--- config.mk ---
export PLATFORM = sky130hd
export DESIGN_NAME = dtx_translate
export DESIGN_NICKNAME = d
export VERILOG_FILES = /design/src/rtl/dtx_pkg.sv /design/src/rtl/dtx_mode_sel.sv /design/src/rtl/dtx_va_check.sv /design/src/rtl/dtx_perm_check.sv /design/src/rtl/dtx_pa_finish.sv /design/src/rtl/dtx_translate.sv
export SDC_FILE = /design/constraint.sdc
export NUM_CORES = 1
export LEC_CHECK = 0
export CAP_MARGIN = 20
export CORE_MARGIN = 4
export CORE_UTILIZATION = 35
export DETAILED_ROUTE_END_ITERATION = 10
export GPL_TIMING_DRIVEN = 0
export PLACE_DENSITY = 0.82
export SYNTH_ARGS = -nofsm -noshare
export SYNTH_HDL_FRONTEND = slang
export SYNTH_SLANG_ARGS = --single-unit
--- constraint.sdc ---
create_clock -name clk -period 2.65 [get_ports clk]
set_input_delay 0.53 -clock clk [delete_from_list [all_inputs] [get_ports clk]]
set_output_delay 0.53 -clock clk [all_outputs]
set_load 0.02 [all_outputs]
--- src/rtl/dtx_pkg.sv ---
package dtx_pkg;

  typedef enum logic [2:0] {
    FLT_NONE      = 3'd0,
    FLT_ALIGN     = 3'd1,
    FLT_PAGE      = 3'd2,
    FLT_ACV       = 3'd3,
    FLT_PTE_MISS  = 3'd4,
    FLT_NORM_MISS = 3'd5,
    FLT_MCHK      = 3'd6,
    FLT_UNIMP     = 3'd7
  } fault_e;

  typedef enum logic [1:0] {
    MODE_KERN  = 2'd0,
    MODE_EXEC  = 2'd1,
    MODE_SUPER = 2'd2,
    MODE_USER  = 2'd3
  } mode_e;

  localparam int ST_W     = 6;
  localparam int ST_WR    = 0;
  localparam int ST_ACV   = 1;
  localparam int ST_FONR  = 2;
  localparam int ST_FONW  = 3;
  localparam int ST_MISS  = 4;
  localparam int ST_BADVA = 5;

endpackage

--- src/rtl/dtx_mode_sel.sv ---
module dtx_mode_sel
  import dtx_pkg::*;
#(
  parameter int MW = 2
) (
  input  logic          pal,
  input  logic          alt,
  input  logic [MW-1:0] cur_mode,
  input  logic [MW-1:0] alt_mode,
  output logic [MW-1:0] eff_mode
);

  always_comb begin
    if (pal) begin
      eff_mode = alt ? alt_mode : MW'(MODE_KERN);
    end else begin
      eff_mode = cur_mode;
    end
  end

endmodule

--- src/rtl/dtx_va_check.sv ---
module dtx_va_check #(
  parameter int VA_W    = 64,
  parameter int VA_IMPL = 43,
  parameter int SZ_W    = 4,
  parameter int PA_W    = 44,
  parameter int SP_HI   = 47,
  parameter int SP_LO   = 41,
  parameter int SP_TAG  = 'h7e,
  parameter int EXT_BIT = 40
) (
  input  logic [VA_W-1:0] va,
  input  logic [SZ_W-1:0] size,
  output logic            misaligned,
  output logic            va_ok,
  output logic            superpage,
  output logic [PA_W-1:0] sp_pa
);

  localparam int UPPER_W = VA_W - VA_IMPL + 1;
  localparam int TAG_W   = SP_HI - SP_LO + 1;
  localparam int EXT_W   = PA_W - EXT_BIT;

  logic [UPPER_W-1:0] upper;
  logic [PA_W-1:0]    impl;
  logic [TAG_W-1:0]   tag_bits;

  assign upper    = va[VA_W-1:VA_IMPL-1];
  assign impl     = va[PA_W-1:0];
  assign tag_bits = va[SP_HI:SP_LO];

  assign misaligned = |(va[SZ_W-1:0] & (size - 1'b1));
  assign va_ok      = (&upper) | ~(|upper);
  assign superpage  = (tag_bits == SP_TAG[TAG_W-1:0]);

  // bits from EXT_BIT upward all copy bit EXT_BIT
  assign sp_pa = {{EXT_W{impl[EXT_BIT]}}, impl[EXT_BIT-1:0]};

endmodule

--- src/rtl/dtx_perm_check.sv ---
module dtx_perm_check
  import dtx_pkg::*;
#(
  parameter int NMODE = 4,
  parameter int MW    = 2
) (
  input  logic             write,
  input  logic [MW-1:0]    eff_mode,
  input  logic [NMODE-1:0] rd_en,
  input  logic [NMODE-1:0] wr_en,
  input  logic             fault_rd,
  input  logic             fault_wr,
  output fault_e           code,
  output logic [ST_W-1:0]  stat
);

  logic allowed;

  assign allowed = write ? wr_en[eff_mode] : rd_en[eff_mode];

  always_comb begin
    code = FLT_NONE;
    stat = '0;
    if (write) begin
      if (!allowed) begin
        code          = FLT_PAGE;
        stat[ST_WR]   = 1'b1;
        stat[ST_ACV]  = 1'b1;
        stat[ST_FONW] = fault_wr;
      end else if (fault_wr) begin
        code          = FLT_PAGE;
        stat[ST_WR]   = 1'b1;
        stat[ST_FONW] = 1'b1;
      end
    end else begin
      if (!allowed) begin
        code          = FLT_ACV;
        stat[ST_ACV]  = 1'b1;
        stat[ST_FONR] = fault_rd;
      end else if (fault_rd) begin
        code          = FLT_PAGE;
        stat[ST_FONR] = 1'b1;
      end
    end
  end

endmodule

--- src/rtl/dtx_pa_finish.sv ---
module dtx_pa_finish
  import dtx_pkg::*;
#(
  parameter int RAW_W   = 64,
  parameter int PA_W    = 44,
  parameter int CLR_HI  = 42,
  parameter int CLR_LO  = 35,
  parameter int REG_LSB = 20
) (
  input  logic [RAW_W-1:0] raw,
  output fault_e           code,
  output logic [PA_W-1:0]  pa,
  output logic             uncached
);

  localparam int UC_BIT = PA_W - 1;

  logic out_of_range;

  generate
    if (RAW_W > PA_W) begin : g_range
      assign out_of_range = |raw[RAW_W-1:PA_W];
    end else begin : g_norange
      assign out_of_range = 1'b0;
    end
  endgenerate

  always_comb begin
    code     = FLT_NONE;
    pa       = raw[PA_W-1:0];
    uncached = 1'b0;
    if (out_of_range) begin
      code = FLT_MCHK;
      pa   = '0;
    end else if (raw[UC_BIT]) begin
      if (&raw[UC_BIT:REG_LSB]) begin
        code = FLT_UNIMP;
        pa   = '0;
      end else begin
        uncached           = 1'b1;
        pa[CLR_HI:CLR_LO]  = '0;
      end
    end
  end

endmodule

--- src/rtl/dtx_translate.sv ---
module dtx_translate
  import dtx_pkg::*;
#(
  parameter int VA_W     = 64,
  parameter int VA_IMPL  = 43,
  parameter int PA_W     = 44,
  parameter int PPN_W    = 32,
  parameter int PG_SHIFT = 13,
  parameter int SZ_W     = 4,
  parameter int NMODE    = 4,
  parameter int SP_HI    = 47,
  parameter int SP_LO    = 41,
  parameter int SP_TAG   = 'h7e,
  parameter int EXT_BIT  = 40,
  parameter int CLR_HI   = 42,
  parameter int CLR_LO   = 35,
  parameter int REG_LSB  = 20
) (
  input  logic             clk,
  input  logic             rst,
  input  logic             req_valid,
  input  logic [VA_W-1:0]  req_va,
  input  logic [SZ_W-1:0]  req_size,
  input  logic             req_write,
  input  logic             req_phys,
  input  logic             req_alt,
  input  logic             req_vpte,
  input  logic [1:0]       req_cur_mode,
  input  logic [1:0]       req_alt_mode,
  input  logic             req_pal,
  input  logic             tlb_hit,
  input  logic [PPN_W-1:0] tlb_ppn,
  input  logic [NMODE-1:0] tlb_rd_en,
  input  logic [NMODE-1:0] tlb_wr_en,
  input  logic             tlb_fault_rd,
  input  logic             tlb_fault_wr,
  output logic             rsp_valid,
  output logic [PA_W-1:0]  rsp_pa,
  output logic [2:0]       rsp_fault,
  output logic [ST_W-1:0]  rsp_stat,
  output logic             rsp_uncached
);

  localparam int MW = 2;

  logic [MW-1:0]   eff_mode;
  logic            misaligned, va_ok, superpage;
  logic [PA_W-1:0] sp_pa;
  fault_e          perm_code;
  logic [ST_W-1:0] perm_stat;
  logic [VA_W-1:0] hit_raw, raw_sel;
  fault_e          fin_code;
  logic [PA_W-1:0] fin_pa;
  logic            fin_unc;

  fault_e          nxt_code;
  logic [ST_W-1:0] nxt_stat;
  logic [PA_W-1:0] nxt_pa;
  logic            nxt_unc, use_fin;

  fault_e          code_q;
  logic [ST_W-1:0] stat_q;
  logic [PA_W-1:0] pa_q;
  logic            unc_q, valid_q;

  dtx_mode_sel #(.MW(MW)) u_mode (
    .pal      (req_pal),
    .alt      (req_alt),
    .cur_mode (req_cur_mode),
    .alt_mode (req_alt_mode),
    .eff_mode (eff_mode)
  );

  dtx_va_check #(
    .VA_W(VA_W), .VA_IMPL(VA_IMPL), .SZ_W(SZ_W), .PA_W(PA_W),
    .SP_HI(SP_HI), .SP_LO(SP_LO), .SP_TAG(SP_TAG), .EXT_BIT(EXT_BIT)
  ) u_va (
    .va         (req_va),
    .size       (req_size),
    .misaligned (misaligned),
    .va_ok      (va_ok),
    .superpage  (superpage),
    .sp_pa      (sp_pa)
  );

  dtx_perm_check #(.NMODE(NMODE), .MW(MW)) u_perm (
    .write    (req_write),
    .eff_mode (eff_mode),
    .rd_en    (tlb_rd_en),
    .wr_en    (tlb_wr_en),
    .fault_rd (tlb_fault_rd),
    .fault_wr (tlb_fault_wr),
    .code     (perm_code),
    .stat     (perm_stat)
  );

  // page number joined with the in-page offset
  assign hit_raw = (VA_W'(tlb_ppn) << PG_SHIFT) | VA_W'(req_va[PG_SHIFT-1:0]);

  always_comb begin
    if (req_phys) begin
      raw_sel = req_va;
    end else if (superpage) begin
      raw_sel = VA_W'(sp_pa);
    end else begin
      raw_sel = hit_raw;
    end
  end

  dtx_pa_finish #(
    .RAW_W(VA_W), .PA_W(PA_W), .CLR_HI(CLR_HI), .CLR_LO(CLR_LO), .REG_LSB(REG_LSB)
  ) u_fin (
    .raw      (raw_sel),
    .code     (fin_code),
    .pa       (fin_pa),
    .uncached (fin_unc)
  );

  // fixed-priority classification
  always_comb begin
    nxt_code = FLT_NONE;
    nxt_stat = '0;
    use_fin  = 1'b0;
    if (misaligned) begin
      nxt_code        = FLT_ALIGN;
      nxt_stat[ST_WR] = req_write;
    end else if (req_phys) begin
      use_fin = 1'b1;
    end else if (!va_ok) begin
      nxt_code           = FLT_PAGE;
      nxt_stat[ST_WR]    = req_write;
      nxt_stat[ST_ACV]   = 1'b1;
      nxt_stat[ST_BADVA] = 1'b1;
    end else if (superpage) begin
      if (req_cur_mode != MW'(MODE_KERN)) begin
        nxt_code         = FLT_ACV;
        nxt_stat[ST_WR]  = req_write;
        nxt_stat[ST_ACV] = 1'b1;
      end else begin
        use_fin = 1'b1;
      end
    end else if (!tlb_hit) begin
      nxt_code          = req_vpte ? FLT_PTE_MISS : FLT_NORM_MISS;
      nxt_stat[ST_WR]   = req_write;
      nxt_stat[ST_MISS] = 1'b1;
    end else if (perm_code != FLT_NONE) begin
      nxt_code = perm_code;
      nxt_stat = perm_stat;
    end else begin
      use_fin = 1'b1;
    end
    if (use_fin) begin
      nxt_code = fin_code;
    end
  end

  assign nxt_pa  = (use_fin && fin_code == FLT_NONE) ? fin_pa : '0;
  assign nxt_unc = use_fin && fin_unc;

  always_ff @(posedge clk) begin
    if (rst) begin
      valid_q <= 1'b0;
      code_q  <= FLT_NONE;
      stat_q  <= '0;
      pa_q    <= '0;
      unc_q   <= 1'b0;
    end else begin
      valid_q <= req_valid;
      if (req_valid) begin
        code_q <= nxt_code;
        stat_q <= nxt_stat;
        pa_q   <= nxt_pa;
        unc_q  <= nxt_unc;
      end else begin
        code_q <= FLT_NONE;
        stat_q <= '0;
        pa_q   <= '0;
        unc_q  <= 1'b0;
      end
    end
  end

  assign rsp_valid    = valid_q;
  assign rsp_fault    = code_q;
  assign rsp_stat     = stat_q;
  assign rsp_pa       = pa_q;
  assign rsp_uncached = unc_q;

  // ---------------- assertions ----------------
  p_resp_follows_req_r13: assert property (@(posedge clk) disable iff (rst)
    req_valid |=> rsp_valid);

  p_idle_quiet_r13: assert property (@(posedge clk) disable iff (rst)
    !req_valid |=> (!rsp_valid && rsp_fault == 3'd0 && rsp_pa == '0));

  p_fault_blank_pa_r13: assert property (@(posedge clk) disable iff (rst)
    (rsp_fault != 3'd0) |-> (rsp_pa == '0 && !rsp_uncached));

  p_align_first_r1: assert property (@(posedge clk) disable iff (rst)
    (req_valid && |(req_va[SZ_W-1:0] & (req_size - 1'b1)))
    |=> (rsp_fault == 3'd1 && rsp_stat == ST_W'($past(req_write))));

  p_phys_identity_r3: assert property (@(posedge clk) disable iff (rst)
    (req_valid && req_phys && !(|(req_va[SZ_W-1:0] & (req_size - 1'b1)))
     && req_va[VA_W-1:PA_W-1] == '0)
    |=> (rsp_fault == 3'd0 && rsp_pa == $past(req_va[PA_W-1:0])));

  p_window_kernel_only_r5: assert property (@(posedge clk) disable iff (rst)
    (req_valid && !req_phys && !(|(req_va[SZ_W-1:0] & (req_size - 1'b1)))
     && (&req_va[VA_W-1:SP_HI+1]) && req_va[SP_HI:SP_LO] == SP_TAG[SP_HI-SP_LO:0]
     && req_cur_mode != 2'd0)
    |=> (rsp_fault == 3'd3 && rsp_stat[ST_ACV]));

  p_miss_status_r7: assert property (@(posedge clk) disable iff (rst)
    (req_valid && !req_phys && !tlb_hit && !(|(req_va[SZ_W-1:0] & (req_size - 1'b1)))
     && req_va[VA_W-1:VA_IMPL-1] == '0)
    |=> ((rsp_fault == 3'd4 || rsp_fault == 3'd5) && rsp_stat[ST_MISS]));

  p_uncached_shape_r12: assert property (@(posedge clk) disable iff (rst)
    rsp_uncached |-> (rsp_pa[PA_W-1] && rsp_pa[CLR_HI:CLR_LO] == '0));

endmodule

# Word-level counts from Yosys, hierarchy flattened
# Index checks and enable logic that the tools add are counted.
# Widths: inputs -> output; s select.
[totals]
regBits = 55
inputBits = 123
out_inout_bits = 55
elab_cells = 103
[op_classes]
addsub = 1
magnitude_cmp = 1
n_eq_ne = 1
n_mux = 64
n_bitwise = 9
n_reduce_logical = 17
[ops]
columns = ["operator", "count"]
rows = [
  ["$mux 35", 2],
  ["$mux 64", 1],
  ["$reduce_or 24->1", 2],
  ["$mux 45", 1],
  ["$or 45x13->45", 1],
  ["$mux 3", 14],
  ["$mux 6", 5],
  ["$mux 1", 29],
  ["$reduce_and 24->1", 1],
  ["$reduce_or 23->1", 1],
  ["$reduce_and 22->1", 1],
  ["$reduce_or 22->1", 1],
  ["$reduce_or 20->1", 1],
  ["$mux 2", 8],
  ["$reduce_or 10->1", 1],
  ["$reduce_or 9->1", 1],
  ["$mux 4", 2],
  ["$eq 7x7->1 const B", 1],
  ["$reduce_or 7->1", 1],
  ["$not 1->1", 6],
  ["$and 4x4->4", 1],
  ["$bmux 1 s2", 2],
  ["$reduce_or 4->1", 1],
  ["$sub 4x1->4 const B", 1],
  ["7 further kinds", 8],
]

# Longest topological paths before layout
[logic_depth]
depth_word = 19
ltp_mapped = 9
depth_no_buf = 7

# Modules after synthesis
# Synthesis repeated with hierarchy kept, for this count alone.
[unflattened]
cells_unflattened = 507
hier_area_um2 = 4441.8
[modules_own_cells]
columns = ["mod", "n_inst", "cells_per_inst", "area_each_um2", "seq_area_each_um2"]
rows = [
  ["dtx_translate", 1, 292, 2667.6, 1101.1],
  ["dtx_pa_finish", 1, 119, 1099.8, 0.0],
  ["dtx_va_check", 1, 71, 499.2, 0.0],
  ["dtx_perm_check", 1, 19, 147.6, 0.0],
  ["dtx_mode_sel", 1, 6, 27.5, 0.0],
]

# Least setup slack after synthesis
# Ideal clock, no wire load.
[synth_path]
path_kind = "input-to-reg"
from = "input req_size[0]"
to = "register pa_q[36] (netlist: rsp_pa[36])"
setup_time_ns = 0.074
t_arrival_ns = 2.180
slack_ns = 0.397
cell_stages = 9
path_cell_list = "inv_1 ha_1 xor2_1 a221o_1 or3b_1 buf_2 nand3b_4 buf_6 nor3_2"
[synth_via]
elab_chain_cells = 7
[synth_lines]
columns = ["element", "line", "rtl"]
rows = [
  ["start: declaration", "dtx_translate.sv:23", "input logic [SZ_W-1:0] req_size,"],
  ["$sub 4x1->4", "dtx_va_check.sv:31", "assign misaligned = |(va[SZ_W-1:0] & (size - 1'b1));"],
  ["$and 4x4->4", "dtx_va_check.sv:31", ""],
  ["$reduce_or 4->1", "dtx_va_check.sv:31", ""],
  ["$mux 1", "dtx_translate.sv:124", "if (misaligned) begin"],
  ["$logic_and 1x1->1", "dtx_translate.sv:157", "assign nxt_pa = (use_fin && fin_code == FLT_NONE) ? fin_pa : '0;"],
  ["$not 1->1 (no line)", "n/a", ""],
  ["$reduce_or 24->1 (no line)", "n/a", ""],
  ["end signal: assignment", "dtx_translate.sv:172", "pa_q <= nxt_pa;"],
  ["end: declaration", "dtx_translate.sv:63", "logic [PA_W-1:0] pa_q;"],
]
# No other way between the ends.
# A chain may end at the register's enable or synchronous reset.

# Worst setup path after layout
[layout_path]
from = "input req_size[1]"
to = "register pa_q[39] (netlist: rsp_pa[39])"
# The elaborated chain is that of the path after synthesis.

==> results.cfg <==
[status]
run_status = finished, final reports clean

[routing]
drc = 0
wl_per_cell_um = 15.9
num_vias = 3046
dr.pass1.iters = 6
vias_per_cell = 5.09
first_iter_violations = 72
ant_nets = 0
wl_um = 9500

[floorplan]
initial_core_util_pct = 36.6
die_h_um = 92.9
ios = 178
row_count = 30
die_area_um2 = 8640
coreArea_um2 = 6910
die_x_um = 92.9

[synthesis]
yosysSeqAreaShare_pct = 43.6
ys.flop_type = dfxtp_1
synth.largest_area_cell = dfxtp_1
yosysWarnings = 0
ys_seq_elements = 55
synth_top_area_share_pct = 43.6
synth_enable_flop_cells = 0
synth.distinct_cells = 50
synth_nets = 438
syn_area_um2 = 2520
syn_avg_cell_area_um2 = 8.04
synthCells = 314
async_flop_share_pct = 0
synth.area.top_cells = dfxtp_1 (44%), nand2_1 (7.6%), a21oi_1 (5.9%)

[critical_path]
crit_type = input pin to flop
arrival_ns = 2.81
start_kind = input pin
end_kind = flop
cp.required_ns = 2.88
cp_max_fo = 8

[clock_network]
htree_levels = 2
cts_buffer_depth = 2
cts.clk_slew.worst_paths_ns = 0.10
cts-root-buf = clkbuf_8
cts_tree = yes
clock-sinks = 55
cts_buffers = 5

[cells_and_area]
fillers = 616
design_area_um2 = 4630
nets = 626
n_antenna_cell = 0
fin_util_pct = 67.1
multiInputGateArea_um2 = 1330
drive_gt1_share_pct = 6.56
area_growth_pct = 83.4
fin_cells = 599
sequential_cell_area_um2 = 1100

[grt]
track_usage_pct = 20.0
antenna_found_initial = 0
grt_pass1_wl_um = 13900
grt_remaining_overflow = 0
grt_max_degree = 19
grt_pass1_vias = 3054

[power]
power.leakage_nw = 1.82
p_sw_w = 0.000450
finalPower_w = 0.00171
clockPowerShare_pct = 28.0
pwr-share-seq_pct = 48.9
p_int_w = 0.00126
p_sw_share_pct = 26.3
power.density_nw_per_um2 = 369
comb_power_share_pct = 23.1
irDropWorstVdd_mv = 0.279

[placed_design]
routabilityCongestion = 0.950
place_hpwl_um = 7730
place_area_um2 = 4420
io_buffers = 177
post-place-cells = 587

[sta]
fin_hold_ws_ns = 0.677
slew_viol_final = 0
timing.fmax_mhz = 388
finalCritPeriodShare_pct = 97.3
hold_violations = 0
slew_headroom_pct = 62.3
tightest_slew_ns = 0.566
finalSetupViolations = 0
fin_crit_ns = 2.58

[flow_run]
maxCapViolations = 0

[min_path]
min_path_type = input pin to flop
==> metal layers <==
layer	track usage [%]	part of all wire, %
met5	0	0
met2	37.9	51
met3	5.12	8.0
met1	22.7	40
met4	3.42	0.97
==> final timing paths <==
| path | startpoint | to | cells after the start |
|---|---|---|---|
| max | req_size[1] | rsp_pa[39] | 10 |
| min | req_va[42] | rsp_pa[42] | 3 |
==> cells in the mapped netlist (3+ instances only) <==
| cell | number |
|---|---|
| nand4_1 | 16 |
| mux2i_1 | 7 |
| a31oi_1 | 3 |
| nor3_1 | 8 |
| o21ai_0 | 7 |
| and3_1 | 5 |
| a21oi_1 | 30 |
| nand2b_1 | 3 |
| nor4_1 | 6 |
| clkbuf_1 | 7 |
| nand2_1 | 51 |
| nand3_1 | 12 |
| buf_2 | 5 |
| nor3_2 | 5 |
| dfxtp_1 | 55 |
| inv_1 | 21 |
| nor2_1 | 28 |
| nor2b_1 | 5 |
==> per-stage QoR <==
step	worst slack, ns	setup TNS, ns
after global routing	-0.0213	-0.105
after global placement	-0.430	-16.45
after CTS	-0.00580	-0.0112
after floorplan	0.397	0
final	0.0717	0
after detailed placement	-0.442	-17.37
==> cell type report <==
type,instances,share of cell area (%)
inverter,21,1.70
buffer,13,1.92
multi-input combinational,226,28.8
clock inverter,3,0.513
tap,96,2.59
sequential,55,23.8
clock buffer,5,1.49
timing repair buffer,180,39.2
==> sequential cells by signal (all words and copies together), names as in the netlist <==
| signal | count |
|---|---|
| rsp_valid | 1 |
| rsp_uncached | 1 |
| rsp_pa | 44 |
| rsp_fault | 3 |
| rsp_stat | 6 |
==> power by group through the flow <==
stage | registers [W] | clock network, W | logic [W]
floorplan | 0.000866 | 0 | 0.000118
global placement | 0.000855 | 0 | 0.000373
detailed placement | 0.000855 | 0 | 0.000380
CTS | 0.000837 | 0.000496 | 0.000383
global route | 0.000838 | 0.000522 | 0.000426
finish | 0.000836 | 0.000479 | 0.000395
==> cells in the final DEF (no fill, tap or decap), drive strengths merged, types with 7 or more instances in the layout <==
cell type      netlist  final
dfxtp               55     55
mux2i                7      7
nand4               16     16
a21oi               31     31
buf                  6      8
clkbuf               7     13
nand2               51     51
inv                 21     22
nor3                13     13
o21ai                8      8
nand3               12     12
nor2                28     28
clkdlybuf4s50        0    175
==> worst max-delay path: stages <==
cell	delay, ns
clkdlybuf4s50_1	0.49
inv_1	0.06
ha_1	0.19
xor2_1	0.16
a221o_1	0.33
or3b_1	0.37
buf_6	0.14
nand3b_4	0.21
buf_8	0.17
nor3_2	0.16
==> cells by family (layout without fill, tap and decap cells) <==
kind of cell / Yosys count / count (layout) / share of synthesized area [%]
xor gates and xnor gates: 2 / 2 / 0.694
muxes: 8 / 8 / 3.22
AOI/OAI and AO/OA: 65 / 65 / 16.5
and+or+nand+nor: 149 / 150 / 29.9
adders and majority gates: 1 / 1 / 0.495
DFF: 55 / 55 / 43.6
buffers and inverters: 34 / 222 / 5.60
==> timing repair <==
item | 4_1_cts | 5_1_grt
resized for setup | 4 | 16
hold buffers | 0 | 0
setup buffers | 1 | 1
pin swaps | 0 | 4
endpoints found under the setup margin | 37 | 44
cloned | 0 | 2
Power figures use the tool's default switching activity.
